`src/rtl/dll_seq_pkg.sv`:
```
package dll_seq_pkg;

   typedef enum logic [1:0] {
      ST_IDLE,
      ST_HOLD,
      ST_FREE,
      ST_RELEASE
   } seq_state_t;

   function automatic int max3(input int a, input int b, input int c);
      int m;
      m = (a > b) ? a : b;
      return (m > c) ? m : c;
   endfunction

endpackage

```
`src/rtl/dll_us_timer.sv`:
```
module dll_us_timer #(
   parameter int CLK_PER_US = 250,
   parameter int US_W       = 5
) (
   input  logic            clk,
   input  logic            rst_n,
   input  logic            run_i,
   input  logic [US_W-1:0] limit_i,
   output logic            expire_o
);

   logic            tick;
   logic [US_W-1:0] us_q;

   generate
      if (CLK_PER_US > 1) begin : g_div
         localparam int DIV_W = $clog2(CLK_PER_US);
         logic [DIV_W-1:0] div_q;

         assign tick = run_i && (div_q == DIV_W'(CLK_PER_US - 1));

         always_ff @(posedge clk or negedge rst_n) begin
            if (!rst_n)
               div_q <= '0;
            else if (!run_i || tick)
               div_q <= '0;
            else
               div_q <= div_q + 1'b1;
         end
      end else begin : g_nodiv
         assign tick = run_i;
      end
   endgenerate

   assign expire_o = tick && (us_q == limit_i - 1'b1);

   always_ff @(posedge clk or negedge rst_n) begin
      if (!rst_n)
         us_q <= '0;
      else if (!run_i || expire_o)
         us_q <= '0;
      else if (tick)
         us_q <= us_q + 1'b1;
   end

endmodule

```
`src/rtl/dll_step_fsm.sv`:
```
module dll_step_fsm
   import dll_seq_pkg::*;
#(
   parameter int US_W       = 5,
   parameter int HOLD_US    = 2,
   parameter int FREE_US    = 22,
   parameter int RELEASE_US = 22
) (
   input  logic            clk,
   input  logic            rst_n,
   input  logic            start_i,
   input  logic            expire_i,
   output logic            run_o,
   output logic [US_W-1:0] limit_o,
   output logic            go_hold_o,
   output logic            go_free_o,
   output logic            go_rel_o,
   output logic            tgt_lane_o,
   output logic            done_o
);

   seq_state_t state_q;
   logic       tgt_q;

   assign run_o      = (state_q != ST_IDLE);
   assign go_hold_o  = start_i && (state_q == ST_IDLE);
   assign go_free_o  = expire_i && (state_q == ST_HOLD);
   assign go_rel_o   = expire_i && (state_q == ST_FREE);
   assign tgt_lane_o = tgt_q;

   always_comb begin
      case (state_q)
         ST_FREE:    limit_o = US_W'(FREE_US);
         ST_RELEASE: limit_o = US_W'(RELEASE_US);
         default:    limit_o = US_W'(HOLD_US);
      endcase
   end

   always_ff @(posedge clk or negedge rst_n) begin
      if (!rst_n) begin
         state_q <= ST_IDLE;
         tgt_q   <= 1'b0;
         done_o  <= 1'b0;
      end else begin
         done_o <= 1'b0;
         case (state_q)
            ST_IDLE:    if (start_i)  state_q <= ST_HOLD;
            ST_HOLD:    if (expire_i) state_q <= ST_FREE;
            ST_FREE:    if (expire_i) state_q <= ST_RELEASE;
            ST_RELEASE: if (expire_i) begin
               state_q <= ST_IDLE;
               done_o  <= 1'b1;
               tgt_q   <= ~tgt_q;
            end
            default:    state_q <= ST_IDLE;
         endcase
      end
   end

endmodule

```
`src/rtl/dll_lane_unpack.sv`:
```
module dll_lane_unpack #(
   parameter int NUM_LANES = 4,
   parameter int LANE_PH_W = 4
) (
   input  logic [NUM_LANES*LANE_PH_W-1:0] word_i,
   input  logic                           wide_i,
   output logic [NUM_LANES*LANE_PH_W-1:0] phase_o,
   output logic [NUM_LANES-1:0]           active_o
);

   localparam int HALF = NUM_LANES / 2;

   generate
      for (genvar i = 0; i < NUM_LANES; i++) begin : g_lane
         if (i < HALF) begin : g_always_on
            assign active_o[i] = 1'b1;
         end else begin : g_wide_only
            assign active_o[i] = wide_i;
         end
         assign phase_o[i*LANE_PH_W +: LANE_PH_W] =
            active_o[i] ? word_i[i*LANE_PH_W +: LANE_PH_W] : '0;
      end
   endgenerate

endmodule

```
`src/rtl/dll_bringup_seq.sv`:
```
module dll_bringup_seq
   import dll_seq_pkg::*;
#(
   parameter int CLK_PER_US = 250,
   parameter int NUM_LANES  = 4,
   parameter int WORD_W     = 32,
   parameter int MST_PH_W   = 6,
   parameter int MST_PH_LSB = 16,
   parameter int LANE_PH_W  = 4,
   parameter int HOLD_US    = 2,
   parameter int FREE_US    = 22,
   parameter int RELEASE_US = 22
) (
   input  logic                           clk,
   input  logic                           rst_n,
   input  logic                           start_i,
   input  logic                           wide_bus_i,
   input  logic [WORD_W-1:0]              phase_word_i,
   output logic [MST_PH_W-1:0]            mst_phase_o,
   output logic                           mst_dis_o,
   output logic                           mst_rst_n_o,
   output logic [NUM_LANES*LANE_PH_W-1:0] lane_phase_o,
   output logic [NUM_LANES-1:0]           lane_dis_o,
   output logic [NUM_LANES-1:0]           lane_rst_n_o,
   output logic                           busy_o,
   output logic                           done_o
);

   localparam int LANE_BITS = NUM_LANES * LANE_PH_W;
   localparam int US_W      = $clog2(max3(HOLD_US, FREE_US, RELEASE_US) + 1);

   generate
      if (CLK_PER_US < 1) begin : g_bad_div
         $error("CLK_PER_US must be at least 1");
      end
      if (NUM_LANES < 2 || (NUM_LANES % 2) != 0) begin : g_bad_lanes
         $error("NUM_LANES must be even and at least 2");
      end
      if (WORD_W < MST_PH_LSB + MST_PH_W || WORD_W < LANE_BITS) begin : g_bad_word
         $error("WORD_W too narrow for the packed phase fields");
      end
      if (HOLD_US < 1 || FREE_US < 1 || RELEASE_US < 1) begin : g_bad_wait
         $error("every step wait must be at least 1 us");
      end
   endgenerate

   logic            expire, run;
   logic [US_W-1:0] limit;
   logic            go_hold, go_free, go_rel, tgt_lane;
   logic            hold_mst, hold_lane;
   logic [LANE_BITS-1:0] unpacked_ph;
   logic [NUM_LANES-1:0] unpacked_act;
   logic [NUM_LANES-1:0] act_q;
   logic            unused_word_bits;

   assign unused_word_bits = ^phase_word_i;

   dll_us_timer #(
      .CLK_PER_US (CLK_PER_US),
      .US_W       (US_W)
   ) timer_i (
      .clk      (clk),
      .rst_n    (rst_n),
      .run_i    (run),
      .limit_i  (limit),
      .expire_o (expire)
   );

   dll_step_fsm #(
      .US_W       (US_W),
      .HOLD_US    (HOLD_US),
      .FREE_US    (FREE_US),
      .RELEASE_US (RELEASE_US)
   ) fsm_i (
      .clk        (clk),
      .rst_n      (rst_n),
      .start_i    (start_i),
      .expire_i   (expire),
      .run_o      (run),
      .limit_o    (limit),
      .go_hold_o  (go_hold),
      .go_free_o  (go_free),
      .go_rel_o   (go_rel),
      .tgt_lane_o (tgt_lane),
      .done_o     (done_o)
   );

   dll_lane_unpack #(
      .NUM_LANES (NUM_LANES),
      .LANE_PH_W (LANE_PH_W)
   ) unpack_i (
      .word_i   (phase_word_i[LANE_BITS-1:0]),
      .wide_i   (wide_bus_i),
      .phase_o  (unpacked_ph),
      .active_o (unpacked_act)
   );

   assign busy_o    = run;
   assign hold_mst  = go_hold && !tgt_lane;
   assign hold_lane = go_hold && tgt_lane;

   // master DLL control
   always_ff @(posedge clk or negedge rst_n) begin
      if (!rst_n) begin
         mst_phase_o <= '0;
         mst_dis_o   <= 1'b1;
         mst_rst_n_o <= 1'b0;
      end else if (hold_mst) begin
         mst_phase_o <= phase_word_i[MST_PH_LSB +: MST_PH_W];
         mst_dis_o   <= 1'b1;
         mst_rst_n_o <= 1'b0;
      end else if (go_free && !tgt_lane) begin
         mst_dis_o   <= 1'b0;
      end else if (go_rel && !tgt_lane) begin
         mst_rst_n_o <= 1'b1;
      end
   end

   always_ff @(posedge clk or negedge rst_n) begin
      if (!rst_n)
         act_q <= '0;
      else if (hold_lane)
         act_q <= unpacked_act;
   end

   // byte-lane DLL control, one register set per lane
   generate
      for (genvar i = 0; i < NUM_LANES; i++) begin : g_lane_ctl
         always_ff @(posedge clk or negedge rst_n) begin
            if (!rst_n) begin
               lane_phase_o[i*LANE_PH_W +: LANE_PH_W] <= '0;
               lane_dis_o[i]   <= 1'b1;
               lane_rst_n_o[i] <= 1'b0;
            end else if (hold_lane) begin
               lane_phase_o[i*LANE_PH_W +: LANE_PH_W] <= unpacked_ph[i*LANE_PH_W +: LANE_PH_W];
               lane_dis_o[i]   <= 1'b1;
               lane_rst_n_o[i] <= 1'b0;
            end else if (go_free && tgt_lane && act_q[i]) begin
               lane_dis_o[i]   <= 1'b0;
            end else if (go_rel && tgt_lane && act_q[i]) begin
               lane_rst_n_o[i] <= 1'b1;
            end
         end
      end
   endgenerate

endmodule

```
`config.mk`:
```
export PLATFORM = sky130hd
export DESIGN_NAME = dll_bringup_seq
export DESIGN_NICKNAME = d
export VERILOG_FILES = /design/src/rtl/dll_seq_pkg.sv /design/src/rtl/dll_us_timer.sv /design/src/rtl/dll_step_fsm.sv /design/src/rtl/dll_lane_unpack.sv /design/src/rtl/dll_bringup_seq.sv
export SDC_FILE = /design/constraint.sdc
export NUM_CORES = 1
export LEC_CHECK = 0
export BUFFER_PORTS_ARGS = -buffer_cell sky130_fd_sc_hd__buf_2
export CAP_MARGIN = 0
export CORE_ASPECT_RATIO = 1.25
export CORE_MARGIN = 4
export CORE_UTILIZATION = 54
export CTS_CLUSTER_DIAMETER = 150
export CTS_CLUSTER_SIZE = 28
export DETAILED_ROUTE_END_ITERATION = 16
export PLACE_DENSITY = 0.84
export SYNTH_ARGS = -nofsm -noshare
export SYNTH_HDL_FRONTEND = slang
export SYNTH_SLANG_ARGS = --single-unit
export TNS_END_PERCENT = 100
```
`constraint.sdc`:
```
create_clock -name clk -period 4.28 [get_ports clk]
set_input_delay 0.214 -clock clk [delete_from_list [all_inputs] [get_ports clk]]
set_output_delay 0.214 -clock clk [all_outputs]
set_load 0.01 [all_outputs]
```
=== Word-level counts from Yosys, hierarchy flattened ===
Index checks and enable logic that the tools add are counted.

* Add/sub/neg operators: 3
* Multiply operators: 0
* Divide/modulo/power cells: 0
* Magnitude comparators: 0
* Eq/ne operators: 14
* Shift operators: 0
* Muxes and demuxes: 38
* Bitwise operators: 1
* Reductions and logical operators: 44

{| class="wikitable"
|+ Operators by type and width
! operator !! count
|-
| $mux W1 || 27
|-
| $reduce_bool A2 Y1 || 12
|-
| $logic_and A1 B1 Y1 || 19
|-
| $mux W5 || 3
|-
| $ne A2 B2 Y1 const B || 6
|-
| $reduce_and A2 Y1 || 6
|-
| $add A8 B1 Y8 const B || 1
|-
| $eq A8 B8 Y1 const B || 1
|-
| $mux W2 || 4
|-
| $mux W4 || 2
|-
| $mux W8 || 1
|-
| $pmux W2 S4 || 1
|-
| $ne A2 B1 Y1 const B || 3
|-
| $add A5 B1 Y5 const B || 1
|-
| $eq A5 B5 Y1 || 1
|-
| $sub A5 B1 Y5 const B || 1
|-
| $eq A2 B2 Y1 const B || 2
|-
| $reduce_and A4 Y1 || 1
|-
| $eq A2 B1 Y1 const B || 1
|-
| $logic_not A1 Y1 || 2
|-
| $logic_not A2 Y1 || 1
|-
| $logic_or A1 B1 Y1 || 2
|-
| $reduce_or A2 Y1 || 1
|-
| $not A1 Y1 || 1
|}

* Register bits: 52
* Latch bits: 0
* RAM bits: 0
* ROM bits: 0
* Input bits: 36
* Output and inout port bits: 34
* Word-level logic and storage cells: 121
* Memories: 0

=== Depth between registers and ports, before layout ===
* Depth in word-level cells: 12
* Gate-level depth with buffers: 8
* Depth with buffers taken out: 6

=== Modules after synthesis ===
From an unflattened synthesis, not the netlist that was laid out.

* Cells, all modules: 218
* Area total of the unflattened synthesis: 2685.1 um^2

{| class="wikitable"
|+ Modules (own cells, without submodules)
! module !! times used !! cells each !! area each (um^2) !! sequential area each (um^2)
|-
| dll_bringup_seq || 1 || 90 || 1466.4 || 907.1
|-
| dll_us_timer || 1 || 79 || 783.3 || 325.3
|-
| dll_step_fsm || 1 || 28 || 291.5 || 100.1
|-
| dll_lane_unpack || 1 || 21 || 143.9 || 0.0
|}

=== Worst setup path after synthesis ===
Ideal clock, no wire load.

* Kind: reg2reg
* Start point: register fsm_i.state_q[0]
* End point: register timer_i.us_q[2]
* Library setup time: 0.124 ns
* Arrival time: 1.828 ns
* Data required time: 4.156 ns
* Setup slack: 2.328 ns
* Stages on the path, launching flop included: 8
* Path buffers: 1
* Cell sequence: dfrtp_1 > inv_1 > ha_1 > or4_1 > a21oi_2 > buf_6 > nor4b_1 > o31a_1

* Cells in the longest elaborated chain, start to end: 8

{| class="wikitable"
|+ RTL lines
! item !! line !! source
|-
| start, declared || dll_step_fsm.sv:22 || <nowiki>seq_state_t state_q;</nowiki>
|-
| start signal, assigned || dll_step_fsm.sv:41 || <nowiki>state_q <= ST_IDLE;</nowiki>
|-
| start signal, assigned || dll_step_fsm.sv:47 || <nowiki>ST_IDLE: if (start_i) state_q <= ST_HOLD;</nowiki>
|-
| start signal, assigned || dll_step_fsm.sv:48 || <nowiki>ST_HOLD: if (expire_i) state_q <= ST_FREE;</nowiki>
|-
| $eq A2 B2 Y1 || dll_step_fsm.sv:32 || <nowiki>case (state_q)</nowiki>
|-
| $reduce_or A2 Y1 (no source line) || n/a ||
|-
| $mux W5 || dll_step_fsm.sv:32 ||
|-
| $sub A5 B1 Y5 || dll_us_timer.sv:35 || <nowiki>assign expire_o = tick && (us_q == limit_i - 1'b1);</nowiki>
|-
| $eq A5 B5 Y1 || dll_us_timer.sv:35 ||
|-
| $logic_and A1 B1 Y1 || dll_us_timer.sv:35 ||
|-
| $logic_or A1 B1 Y1 || dll_us_timer.sv:40 || <nowiki>else if (!run_i || expire_o)</nowiki>
|-
| $mux W5 or $reduce_bool A2 Y1 (tied branches) || n/a ||
|-
| end signal, assigned || dll_us_timer.sv:43 || <nowiki>us_q <= us_q + 1'b1;</nowiki>
|-
| end, declared || dll_us_timer.sv:13 || <nowiki>logic [US_W-1:0] us_q;</nowiki>
|}

Parallel ways exist; a longest one is shown, timed or not.
A chain may end at the register's enable or synchronous reset.

=== Worst setup path after layout ===
* Start point: register fsm_i.state_q[0]
* End point: register fsm_i.state_q[1]

* Cells in the longest elaborated chain, start to end: 8

{| class="wikitable"
|+ RTL lines
! item !! line
|-
| $eq A2 B2 Y1 || dll_step_fsm.sv:32, dll_step_fsm.sv:46
|-
| $reduce_or A2 Y1 (no source line) || n/a
|-
| $mux W5 || dll_step_fsm.sv:32
|-
| $sub A5 B1 Y5 || dll_us_timer.sv:35
|-
| $eq A5 B5 Y1 || dll_us_timer.sv:35
|-
| $logic_and A1 B1 Y1 || dll_us_timer.sv:35
|-
| $ne A2 B1 Y1 (no source line) || n/a
|-
| $reduce_and A4 Y1 (no source line) || n/a
|}

Parallel ways exist; a longest one is shown, timed or not.

==> impl_metrics.json <==
{
  "worst_slack_ns": 1.93,
  "cts_resized": 0,
  "status": "finished, final reports clean",
  "clkTransAtPathRegs_ns": 0.08,
  "tightestPinTransition_ns": 1.00,
  "grt-ovfl-total": 0,
  "period_share_pct": 55.0,
  "finish.net_count": 290,
  "pre_cts_slack_ns": 1.95,
  "cap_violations": 0,
  "comb_power_share_pct": 2.8,
  "n_antenna_cell": 0,
  "port_buffers": 59,
  "drcViolationCount": 0,
  "critPathRequiredTime_ns": 4.47,
  "synth_area_sq_um": 2130,
  "synth_edf_count": 0,
  "synth.yosys.seq_area_share_pct": 55.4,
  "cts_tree": "built",
  "layout_common_cells": "buf_2 (59), dfrtp_1 (44), nand2_1 (25), mux2_2 (16)",
  "numCtsBuffers": 5,
  "grt_max_degree": 48,
  "synthToLayoutAreaGrowth_pct": 18.1,
  "whs_ns": 0.0747,
  "dpl.hpwl_um": 3000,
  "vdd_drop_max_mv": 0.182,
  "skew_ns": 0.00224,
  "grt_pass1_wl_um": 6840,
  "final_common_cell": "buf_2",
  "crit_chain": "inv_1, ha_1, or4_1, a21oi_2, a21oi_1, mux2_2",
  "hold_class": "in2async",
  "drtIter0Drc": 53,
  "rsz0062_at_grt": "false",
  "gp_congestion": 0.786,
  "ant_nets": 0,
  "num_io_pins": 70,
  "postPlaceCellArea_sq_um": 2430,
  "die_x_um": 64.2,
  "drive_gt1_share_pct": 36.6,
  "wl_um": 3990,
  "wire_per_inst_um": 13.3,
  "tns_ns": 0,
  "final_hold_viol_count": 0,
  "slew_violations": 0,
  "worstSetupEndpointType": "register",
  "slowest_delay_ns": 0.54,
  "cts-root-buf": "clkbuf_8",
  "arrival_ns": 2.54,
  "ys_seq_elements": 47,
  "fin_cells": 300,
  "p_sw_mw": 0.157,
  "critPathSlowestCell": "or4_1",
  "vias_per_cell": 5.25,
  "async_flop_share_pct": 100,
  "startpoint_type": "register",
  "drt_first_pass_iters": 4,
  "die_area_sq_um": 5020,
  "clock_latency_ns": 0.30,
  "setup_violations": 0,
  "ys_warn_count": 0,
  "die_y_um": 78.2,
  "p_seq_share_pct": 61.4,
  "postCtsSetupRepairBufs": 0,
  "clock.fmax_mhz": 425,
  "p_leak_nw": 1.35,
  "grt_pass1_vias": 1560,
  "synthFlopType": "dfrtp_1",
  "vias": 1574,
  "synth_cell_type_count": 41,
  "track_usage_pct": 17.1,
  "final_core_utilization_pct": 66.4,
  "relSlewSlack_pct": 33.4,
  "final_cell_area_sq_um": 2510,
  "p_int_mw": 0.565,
  "cts.htree.levels": 2,
  "avgSynthCellArea_sq_um": 11.2,
  "p_clk_share_pct": 35.7,
  "cts.sinks": 47,
  "antenna_found_initial": 0,
  "swShare_pct": 21.7,
  "rows": 25,
  "clockBufferDepth": 2,
  "critPathKind": "reg2reg",
  "initial_core_util_pct": 56.3,
  "placedCellCount": 292,
  "p_per_area_nw_per_um2": 287,
  "synth.net_count": 235,
  "cp_max_fo": 12,
  "cts_hold_buffers": 0,
  "min_period_ns": 2.35,
  "core_area_sq_um": 3780,
  "power_mw": 0.722,
  "syn-instance-count": 190
}
## critical path, delay by kind of cell (launching register included)
kind	cells	cell delay (ns)
buf+inv	1	0.10
compound gates	2	0.64
fa+ha+maj	1	0.28
flops	1	0.38
mux	1	0.31
simple gates	1	0.54
## power groups by stage
| stage | Combinational [mW] | Sequential, mW | Clock [mW] |
|---|---|---|---|
| after CTS | 0.0213 | 0.444 | 0.269 |
| after global placement | 0.0210 | 0.453 | 0 |
| after global routing | 0.0239 | 0.444 | 0.283 |
| final | 0.0205 | 0.444 | 0.258 |
| after floorplan | 0.00125 | 0.453 | 0 |
| after detailed placement | 0.0213 | 0.453 | 0 |
## path summary, 6_finish.rpt
kind / to / cells past startpoint / from / slack [ns]
max reg2reg: fsm_i.state_q[1] / 6 / fsm_i.state_q[0] / 1.93
min reg2reg: lane_phase_o[12] / 2 / lane_phase_o[12] / 0.47
max: fsm_i.state_q[1] / 6 / fsm_i.state_q[0] / 1.93
max in group asynchronous: timer_i.us_q[4] / 1 / rst_n / 3.58
min in group clk: lane_phase_o[6] / 2 / phase_word_i[6] / 0.14
min: timer_i.us_q[1] / 1 / rst_n / 0.07
## synth_stat cells (2+ instances only)
master | count | area share, %
a21oi_1 | 4 | 0.94
and2_2 | 2 | 0.70
buf_2 | 2 | 0.47
buf_4 | 4 | 1.4
clkbuf_1 | 3 | 0.53
dfrtp_1 | 44 | 52
dfstp_2 | 3 | 3.7
ha_1 | 9 | 5.3
inv_1 | 6 | 1.1
mux2_2 | 16 | 8.5
nand2_1 | 25 | 4.4
nand2b_1 | 2 | 0.59
nand3_1 | 14 | 3.3
nand3b_1 | 2 | 0.70
nand4_1 | 3 | 0.88
nor2_1 | 14 | 2.5
nor3_1 | 2 | 0.47
o21a_1 | 2 | 0.70
o21ai_0 | 3 | 0.70
o22a_1 | 2 | 0.82
or3_1 | 2 | 0.59
or4_1 | 2 | 0.70
xnor2_1 | 5 | 2.1
xor2_1 | 2 | 0.82
## metal layers
layer | up-vias | part of all wire (%) | track usage (%)
met5 | - | 0 | 0
met4 | 0 | 1.5 | 7.40
met3 | 6 | 7.0 | 3.86
met2 | 48 | 50 | 30.0
met1 | 757 | 41 | 20.0
li1 | 763 | - | -
## cells by family after synthesis
kind of cell | Yosys count | share of synthesized area [%]
AND/OR/NAND/NOR | 75 | 17.5
flip-flops | 47 | 55.4
AO/OA/AOI/OAI | 18 | 5.88
buffers and inverters | 17 | 4.17
multiplexers | 17 | 8.93
adder cells (fa/ha/maj) | 9 | 5.29
XOR/XNOR | 7 | 2.88
## sequential cells by signal, indices dropped and copies added, names as in the netlist
signal               flops
timer_i.us_q             5
lane_rst_n_o             2
fsm_i.tgt_lane_o         1
lane_phase_o            16
mst_phase_o              6
mst_rst_n_o              1
fsm_i.done_o             1
lane_dis_o               2
timer_i.g_div.div_q      8
fsm_i.state_q            2
mst_dis_o                1
act_q                    2
## final cells by class
class | instances | area [sq um]
Clock buffer | 5 | 68.8
Clock inverter | 3 | 20.0
Fill cell | 317 | 1270
Inverter | 6 | 22.5
Multi-Input combinational cell | 126 | 861
Sequential cell | 47 | 1180
Tap cell | 54 | 67.6
Timing Repair Buffer | 59 | 295
Power figures use the tool's default switching activity.
